### src/rtl/fracn_seq_pkg.sv
package fracn_seq_pkg;
  typedef enum logic {
    PS_4_5 = 1'b0,
    PS_8_9 = 1'b1
  } presc_e;

  // log2 of the lower-modulus value of the 4/5 core; the 8/9 mode adds one
  localparam int P_LOG2_BASE = 2;
  localparam int NUM_MODES   = 2;
endpackage

### src/rtl/frac_accum.sv
module frac_accum #(
  parameter int FRAC_W = 12
) (
  input  logic              clk,
  input  logic              rst,
  input  logic              hold,
  input  logic              clear,
  input  logic              step,
  input  logic [FRAC_W-1:0] frac_i,
  input  logic [FRAC_W-1:0] mod_i,
  output logic              carry_o
);
  logic [FRAC_W-1:0] acc_q, acc_nxt, step_sz;
  logic [FRAC_W:0]   sum;
  logic              frac_on;

  always_comb begin
    frac_on = (mod_i != '0);
    if (!frac_on)              step_sz = '0;
    else if (frac_i > mod_i)   step_sz = mod_i;
    else                       step_sz = frac_i;
    sum     = {1'b0, acc_q} + {1'b0, step_sz};
    carry_o = frac_on && (sum >= {1'b0, mod_i});
    acc_nxt = carry_o ? FRAC_W'(sum - {1'b0, mod_i}) : sum[FRAC_W-1:0];
  end

  always_ff @(posedge clk) begin
    if (rst || hold || clear) acc_q <= '0;
    else if (step)            acc_q <= acc_nxt;
  end


  acc_hold_chk: assert property (@(posedge clk) disable iff (rst)
    hold |=> (acc_q == '0));


  acc_clear_chk: assert property (@(posedge clk) disable iff (rst)
    clear |=> (acc_q == '0));


  acc_bound_chk: assert property (@(posedge clk) disable iff (rst)
    (step && !hold && !clear && frac_on && (acc_q < mod_i)) |=> (acc_q < $past(mod_i)));
endmodule

### src/rtl/resync_timer.sv
module resync_timer #(
  parameter int DLY_W = 12
) (
  input  logic             clk,
  input  logic             rst,
  input  logic             hold,
  input  logic             load,
  input  logic             tick,
  input  logic [DLY_W-1:0] dly_i,
  output logic             busy_o
);
  logic [DLY_W-1:0] wait_q;

  assign busy_o = (wait_q != '0);

  always_ff @(posedge clk) begin
    if (rst || hold)           wait_q <= '0;
    else if (load)             wait_q <= dly_i;
    else if (tick && busy_o)   wait_q <= wait_q - 1'b1;
  end


  dly_load_chk: assert property (@(posedge clk) disable iff (rst)
    (load && !hold) |=> (wait_q == $past(dly_i)));


  countdown_chk: assert property (@(posedge clk) disable iff (rst)
    (tick && !load && !hold && (wait_q != '0)) |=> (wait_q == $past(wait_q) - 1'b1));


  wait_hold_chk: assert property (@(posedge clk) disable iff (rst)
    hold |=> (wait_q == '0));
endmodule

### src/rtl/presc_split.sv
module presc_split
  import fracn_seq_pkg::*;
#(
  parameter int N_W  = 10,
  parameter int SW_W = 3,
  parameter int MN_W = 8
) (
  input  logic [N_W-1:0]  n_i,
  input  presc_e          mode_i,
  output logic [SW_W-1:0] swallow_o,
  output logic [MN_W-1:0] main_o
);
  logic [SW_W-1:0] sw_arr [NUM_MODES];
  logic [MN_W-1:0] mn_arr [NUM_MODES];

  for (genvar g = 0; g < NUM_MODES; g++) begin : g_mode
    localparam int SH = P_LOG2_BASE + g;
    assign sw_arr[g] = SW_W'(n_i[SH-1:0]);
    assign mn_arr[g] = MN_W'(n_i >> SH);
  end

  assign swallow_o = sw_arr[mode_i];
  assign main_o    = mn_arr[mode_i];
endmodule

### src/rtl/fracn_ratio_seq.sv
module fracn_ratio_seq
  import fracn_seq_pkg::*;
#(
  parameter int INT_W     = 9,
  parameter int FRAC_W    = 12,
  parameter int DLY_W     = 12,
  parameter int N_MIN_LO  = 31,
  parameter int N_MIN_HI  = 91
) (
  input  logic                clk,
  input  logic                rst,
  input  logic                fb_tick,
  input  logic                chan_load,
  input  logic                cnt_hold,
  input  logic [INT_W-1:0]    int_val,
  input  logic [FRAC_W-1:0]   frac_val,
  input  logic [FRAC_W-1:0]   mod_val,
  input  logic                presc_sel,
  input  logic [DLY_W-1:0]    resync_dly,
  output logic [INT_W:0]      n_out,
  output logic [P_LOG2_BASE:0] swallow_out,
  output logic [INT_W-2:0]    main_out
  ,
  output logic                range_err
);
  localparam int N_W  = INT_W + 1;
  localparam int SW_W = P_LOG2_BASE + 1;
  localparam int MN_W = N_W - P_LOG2_BASE;

  presc_e          mode;
  logic            tick_go, acc_step, carry, busy;
  logic [N_W-1:0]  n_next, n_min;
  logic [SW_W-1:0] sw_next;
  logic [MN_W-1:0] mn_next;

  assign mode     = presc_e'(presc_sel);
  assign tick_go  = fb_tick && !cnt_hold && !chan_load;
  assign acc_step = tick_go && !busy;
  assign n_next   = {1'b0, int_val} + N_W'(acc_step && carry);
  assign n_min    = (mode == PS_8_9) ? N_W'(N_MIN_HI) : N_W'(N_MIN_LO);

  frac_accum #(.FRAC_W(FRAC_W)) u_accum (
    .clk     (clk),
    .rst     (rst),
    .hold    (cnt_hold),
    .clear   (chan_load),
    .step    (acc_step),
    .frac_i  (frac_val),
    .mod_i   (mod_val),
    .carry_o (carry)
  );

  resync_timer #(.DLY_W(DLY_W)) u_resync (
    .clk    (clk),
    .rst    (rst),
    .hold   (cnt_hold),
    .load   (chan_load),
    .tick   (tick_go),
    .dly_i  (resync_dly),
    .busy_o (busy)
  );

  presc_split #(.N_W(N_W), .SW_W(SW_W), .MN_W(MN_W)) u_split (
    .n_i       (n_next),
    .mode_i    (mode),
    .swallow_o (sw_next),
    .main_o    (mn_next)
  );

  always_ff @(posedge clk) begin
    if (rst || cnt_hold) begin
      n_out       <= '0;
      swallow_out <= '0;
      main_out    <= '0;
      range_err   <= 1'b0;
    end else if (tick_go) begin
      n_out       <= n_next;
      swallow_out <= sw_next;
      main_out    <= mn_next;
      range_err   <= (n_next < n_min);
    end
  end


  n_step_chk: assert property (@(posedge clk) disable iff (rst)
    tick_go |=> ((n_out == {1'b0, $past(int_val)}) || (n_out == {1'b0, $past(int_val)} + 1'b1)));


  resync_int_chk: assert property (@(posedge clk) disable iff (rst)
    (tick_go && busy) |=> (n_out == {1'b0, $past(int_val)}));


  split_sum_chk: assert property (@(posedge clk) disable iff (rst)
    tick_go |=> (((N_W'(main_out) << (P_LOG2_BASE + int'($past(presc_sel)))) + N_W'(swallow_out)) == n_out));


  range_flag_chk: assert property (@(posedge clk) disable iff (rst)
    tick_go |=> (range_err == (n_out < ($past(presc_sel) ? N_W'(N_MIN_HI) : N_W'(N_MIN_LO)))));


  out_hold_chk: assert property (@(posedge clk) disable iff (rst)
    cnt_hold |=> ((n_out == '0) && !range_err && (main_out == '0) && (swallow_out == '0)));


  idle_stable_chk: assert property (@(posedge clk) disable iff (rst)
    (!tick_go && !cnt_hold) |=> ($stable(n_out) && $stable(range_err) && $stable(main_out) && $stable(swallow_out)));
endmodule

### config.mk
export PLATFORM = sky130hd
export DESIGN_NAME = fracn_ratio_seq
export DESIGN_NICKNAME = d
export VERILOG_FILES = /design/src/rtl/fracn_seq_pkg.sv /design/src/rtl/frac_accum.sv /design/src/rtl/resync_timer.sv /design/src/rtl/presc_split.sv /design/src/rtl/fracn_ratio_seq.sv
export SDC_FILE = /design/constraint.sdc
export NUM_CORES = 1
export LEC_CHECK = 0
export ABC_AREA = 1
export BUFFER_PORTS_ARGS = -buffer_cell sky130_fd_sc_hd__buf_2
export CAP_MARGIN = 10
export CORE_AREA = 4 4 111 113
export CTS_BUF_LIST = sky130_fd_sc_hd__clkbuf_16
export CTS_CLUSTER_SIZE = 8
export DETAILED_ROUTE_END_ITERATION = 7
export DIE_AREA = 0 0 115 117
export GPL_TIMING_DRIVEN = 0
export SYNTH_ARGS = -nofsm -noshare
export SYNTH_HDL_FRONTEND = slang
export SYNTH_HIERARCHICAL = 1
export SYNTH_SLANG_ARGS = --single-unit
### constraint.sdc
create_clock -name clk -period 9.4 [get_ports clk]
set_input_delay 1.88 -clock clk [delete_from_list [all_inputs] [get_ports clk]]
set_output_delay 1.88 -clock clk [all_outputs]
set_load 0.01 [all_outputs]
==> summary.txt <==
Logic synthesis
  • Synth Area in Compound Gates: 0.142
  • Multiplexer share of the synthesized area: 0
  • Cell area after synthesis: 4440 um2
  • Synth Net Count: 819
  • Proportion of netlist area held by the largest area contributor: 0.207
  • Largest area contributor in the netlist: dfxtp_1
  • #FFs+latches synth: 46
  • Post-Synth Simple-Gate Area: 0.362
  • Yosys cell types: 43
  • Post-synthesis sequential area ratio: 0.207
  • Largest family of logic cells by synthesized area: simple AND/OR/NAND/NOR gates
  • Post-Synth Adder-Cell Area: 0.127
  • XOR/XNOR share of the synthesized area: 0.0414
  • Area contributors post-synth: dfxtp_1, nand2_1, ha_1
  • Avg Inst Size Synth: 6.13 um2
  • Yosys warnings: 6
  • Post-Syn Instances: 724

Floorplanning
  • # IOs: 73
  • Core Region: 11300 um2
  • Die area: 13500 um2
  • Chip width: 115 um
  • Initial Util: 0.392
  • Core Rows: 39
  • Die Ht: 117 um

STA
  • Max_slew headroom: 0.601
  • Setup Skew: 0.00290 ns
  • Total negative slack: 0 ns
  • RSZ-0062 raised after global routing: no
  • Worst Tran Pin Value: 0.597 ns
  • Final min period: 8.24 ns
  • Final worst path period share: 0.877
  • Setup Viol. Count Final: 0
  • Worst setup margin: 1.16 ns
  • Final hold vios: 0
  • Peak Freq: 121 MHz
  • Slew Limit Fails: 0

Worst setup path
  • Crit path kind: in2reg
  • R2r startpoint: u_accum/acc_q[0]
  • CP Launch Point: mod_val[9]
  • Startpoint Class: primary input
  • Crit path max fanout: 10
  • Max stage delay cell, worst path: ha_1
  • CP max stage delay: 0.36 ns
  • Worst Reg2Reg Path Length in Cells: 36
  • Req. time, crit path: 9.62 ns
  • CP endpoint kind: register
  • Critical path's most frequent cell: nand2_1
  • Data arrival, critical path: 8.47 ns

Route
  • Via count: 4741
  • Routed WL: 12.5 mm
  • Initial DRT Pass Iterations: 5
  • DR WL/cell: 13.2 um
  • Vias per cell: 5.01
  • Iteration-0 DRC Markers: 253
  • ANT nets after route: 0
  • DR DRC count: 0

Final layout
  • Commonest non-fill, non-tap cell in the layout: nand2_1
  • Most frequent cells in the layout: nand2_1, inv_1, nor2_1
  • Share of cells above drive strength 1: 0.168
  • Finished Core Util: 0.454
  • Non-Filler Instances: 947
  • # fillers: 1238
  • Area Growth Syn to Fin: 15.9%
  • Design Area, Final: 5140 um2
  • Antenna cells: 0
  • Nets: 898

Hold path
  • Hold Crit Depth: 2
  • Worst hold path type: reg2reg
  • Hold Path Origin: u_accum/acc_q[5]

Global route
  • First-pass GRT wire length: 21.0 mm
  • GRT Util Overall: 0.192
  • Remaining Overflow, GRT: 0
  • Number of global-route vias before repair: 4519
  • Initial antenna violation count: 0
  • Largest net degree at the start of global routing: 15

Pwr
  • Power Density: 131 nW/um2
  • Sw Pwr: 0.000252 W
  • Leak: 2.71 nW
  • Power share of the sequential group: 0.301
  • Internal Pwr Total: 0.000424 W
  • Max VDD drop: 0.0000875 V
  • Clock power share: 0.305
  • Comb power frac: 0.394
  • Switch share: 0.373

Clock network
  • Setup bufs post-CTS: 0
  • Clock Latency Late Sink: 0.29 ns
  • # resized after CTS: 0
  • H-tree depth: 2
  • Root buffer cell: clkbuf_16
  • Clock Path Buffers: 2
  • CTS tree: built
  • Cts hold-fix bufs: 0
  • CTS clk-pin slew, worst paths: 0.07 ns
  • Clock tree sinks: 46
  • CTS Buf Count: 5

Placement
  • Post-DP HPWL: 10.4 mm
  • Pre-CTS setup slack: 0.991 ns
  • Port Buf Inserts: 72
  • Final Wtd Congestion: 0.945
  • Placed Area: 4980 um2
  • Placed Cells: 939

Job
  • Max cap viols: 0

Status
  • Status: complete, no violations
-- sequential cells by signal, summed over array words and instances, names as in the netlist --
signal	count
main_out	8
n_out	10
range_err	1
swallow_out	3
u_accum/acc_q	12
u_resync/wait_q	12
-- final timing paths --
kind | to | slack (ns)
hold / removal | u_accum/acc_q[5] | 0.47
setup reg to reg | range_err | 4.16
setup / recovery | range_err | 1.16
hold reg to reg | u_accum/acc_q[5] | 0.47
-- critical path: cells and delay by family --
| family | cells | cell delay, ns |
|---|---|---|
| compound gates | 8 | 1.38 |
| xor+xnor | 1 | 0.25 |
| fa+ha+maj | 6 | 1.73 |
| buf+inv | 9 | 0.86 |
| simple gates | 21 | 2.36 |
-- power groups by stage --
stage	clock network, W	registers, W	logic [W]
2_1_floorplan	0	0.000208	0.000198
3_3_place_gp	0	0.000208	0.000263
3_5_place_dp	0	0.000208	0.000266
4_1_cts	0.000210	0.000203	0.000268
5_1_grt	0.000221	0.000204	0.000306
6_report	0.000206	0.000204	0.000266
-- cells in the mapped netlist --
| cell | count |
|---|---|
| or3_1 | 1 |
| nor3b_1 | 1 |
| buf_6 | 4 |
| nor3_1 | 8 |
| inv_2 | 12 |
| xnor2_1 | 8 |
| a211oi_1 | 1 |
| o211ai_1 | 4 |
| nand3_1 | 57 |
| buf_4 | 2 |
| nand2_4 | 4 |
| a21boi_1 | 1 |
| o21ai_2 | 2 |
| a31oi_1 | 2 |
| nand2_2 | 8 |
| o21ai_1 | 13 |
| o21bai_1 | 3 |
| buf_2 | 7 |
| o21a_1 | 1 |
| ha_1 | 42 |
| fa_1 | 2 |
| nand3_2 | 1 |
| a21o_1 | 2 |
| a21boi_0 | 1 |
| nand2_1 | 179 |
| nor3_2 | 1 |
| or2_2 | 2 |
| nor2_2 | 8 |
| a21oi_2 | 1 |
| clkbuf_1 | 5 |
| nand4_1 | 8 |
| clkinv_1 | 3 |
| nor2_1 | 83 |
| clkbuf_2 | 2 |
| inv_1 | 92 |
| a21oi_1 | 54 |
| dfxtp_1 | 46 |
| nand4_2 | 1 |
| xor2_1 | 13 |
| o21ai_0 | 32 |
| nor4_1 | 2 |
| nand3b_1 | 4 |
| clkinv_2 | 1 |
-- final cells by class --
type | count | area [um2] | area share
Multi-Input combinational cell | 550 | 2990 | 0.581
Sequential cell | 46 | 921 | 0.179
Inverter | 108 | 407 | 0.0791
Timing Repair Buffer | 72 | 360 | 0.0701
Tap cell | 143 | 179 | 0.0348
Clock buffer | 5 | 125 | 0.0243
Buffer | 20 | 124 | 0.0241
Clock inverter | 3 | 41.3 | 0.00803
-- per-stage QoR --
step | total power, W | hold WS, ns
detailed placement | 0.000474 | 0.464
floorplan | 0.000406 | 0.447
finish | 0.000676 | 0.474
global placement | 0.000471 | 0.462
global route | 0.000731 | 0.488
CTS | 0.000682 | 0.475
-- layer usage --
layer  wire, um  track usage
met3        697       0.0272
met5          0            0
met4        124       0.0360
met1       5890        0.255
met2       5820        0.334
-- cell families (layout without fill, tap and decap cells) --
| family | Yosys count | after routing |
|---|---|---|
| xor+xnor | 21 | 21 |
| fa+ha+maj | 44 | 44 |
| simple gates | 368 | 368 |
| buf+inv | 128 | 208 |
| compound gates | 117 | 117 |
| flops | 46 | 46 |
Power figures use the tool's default switching activity.
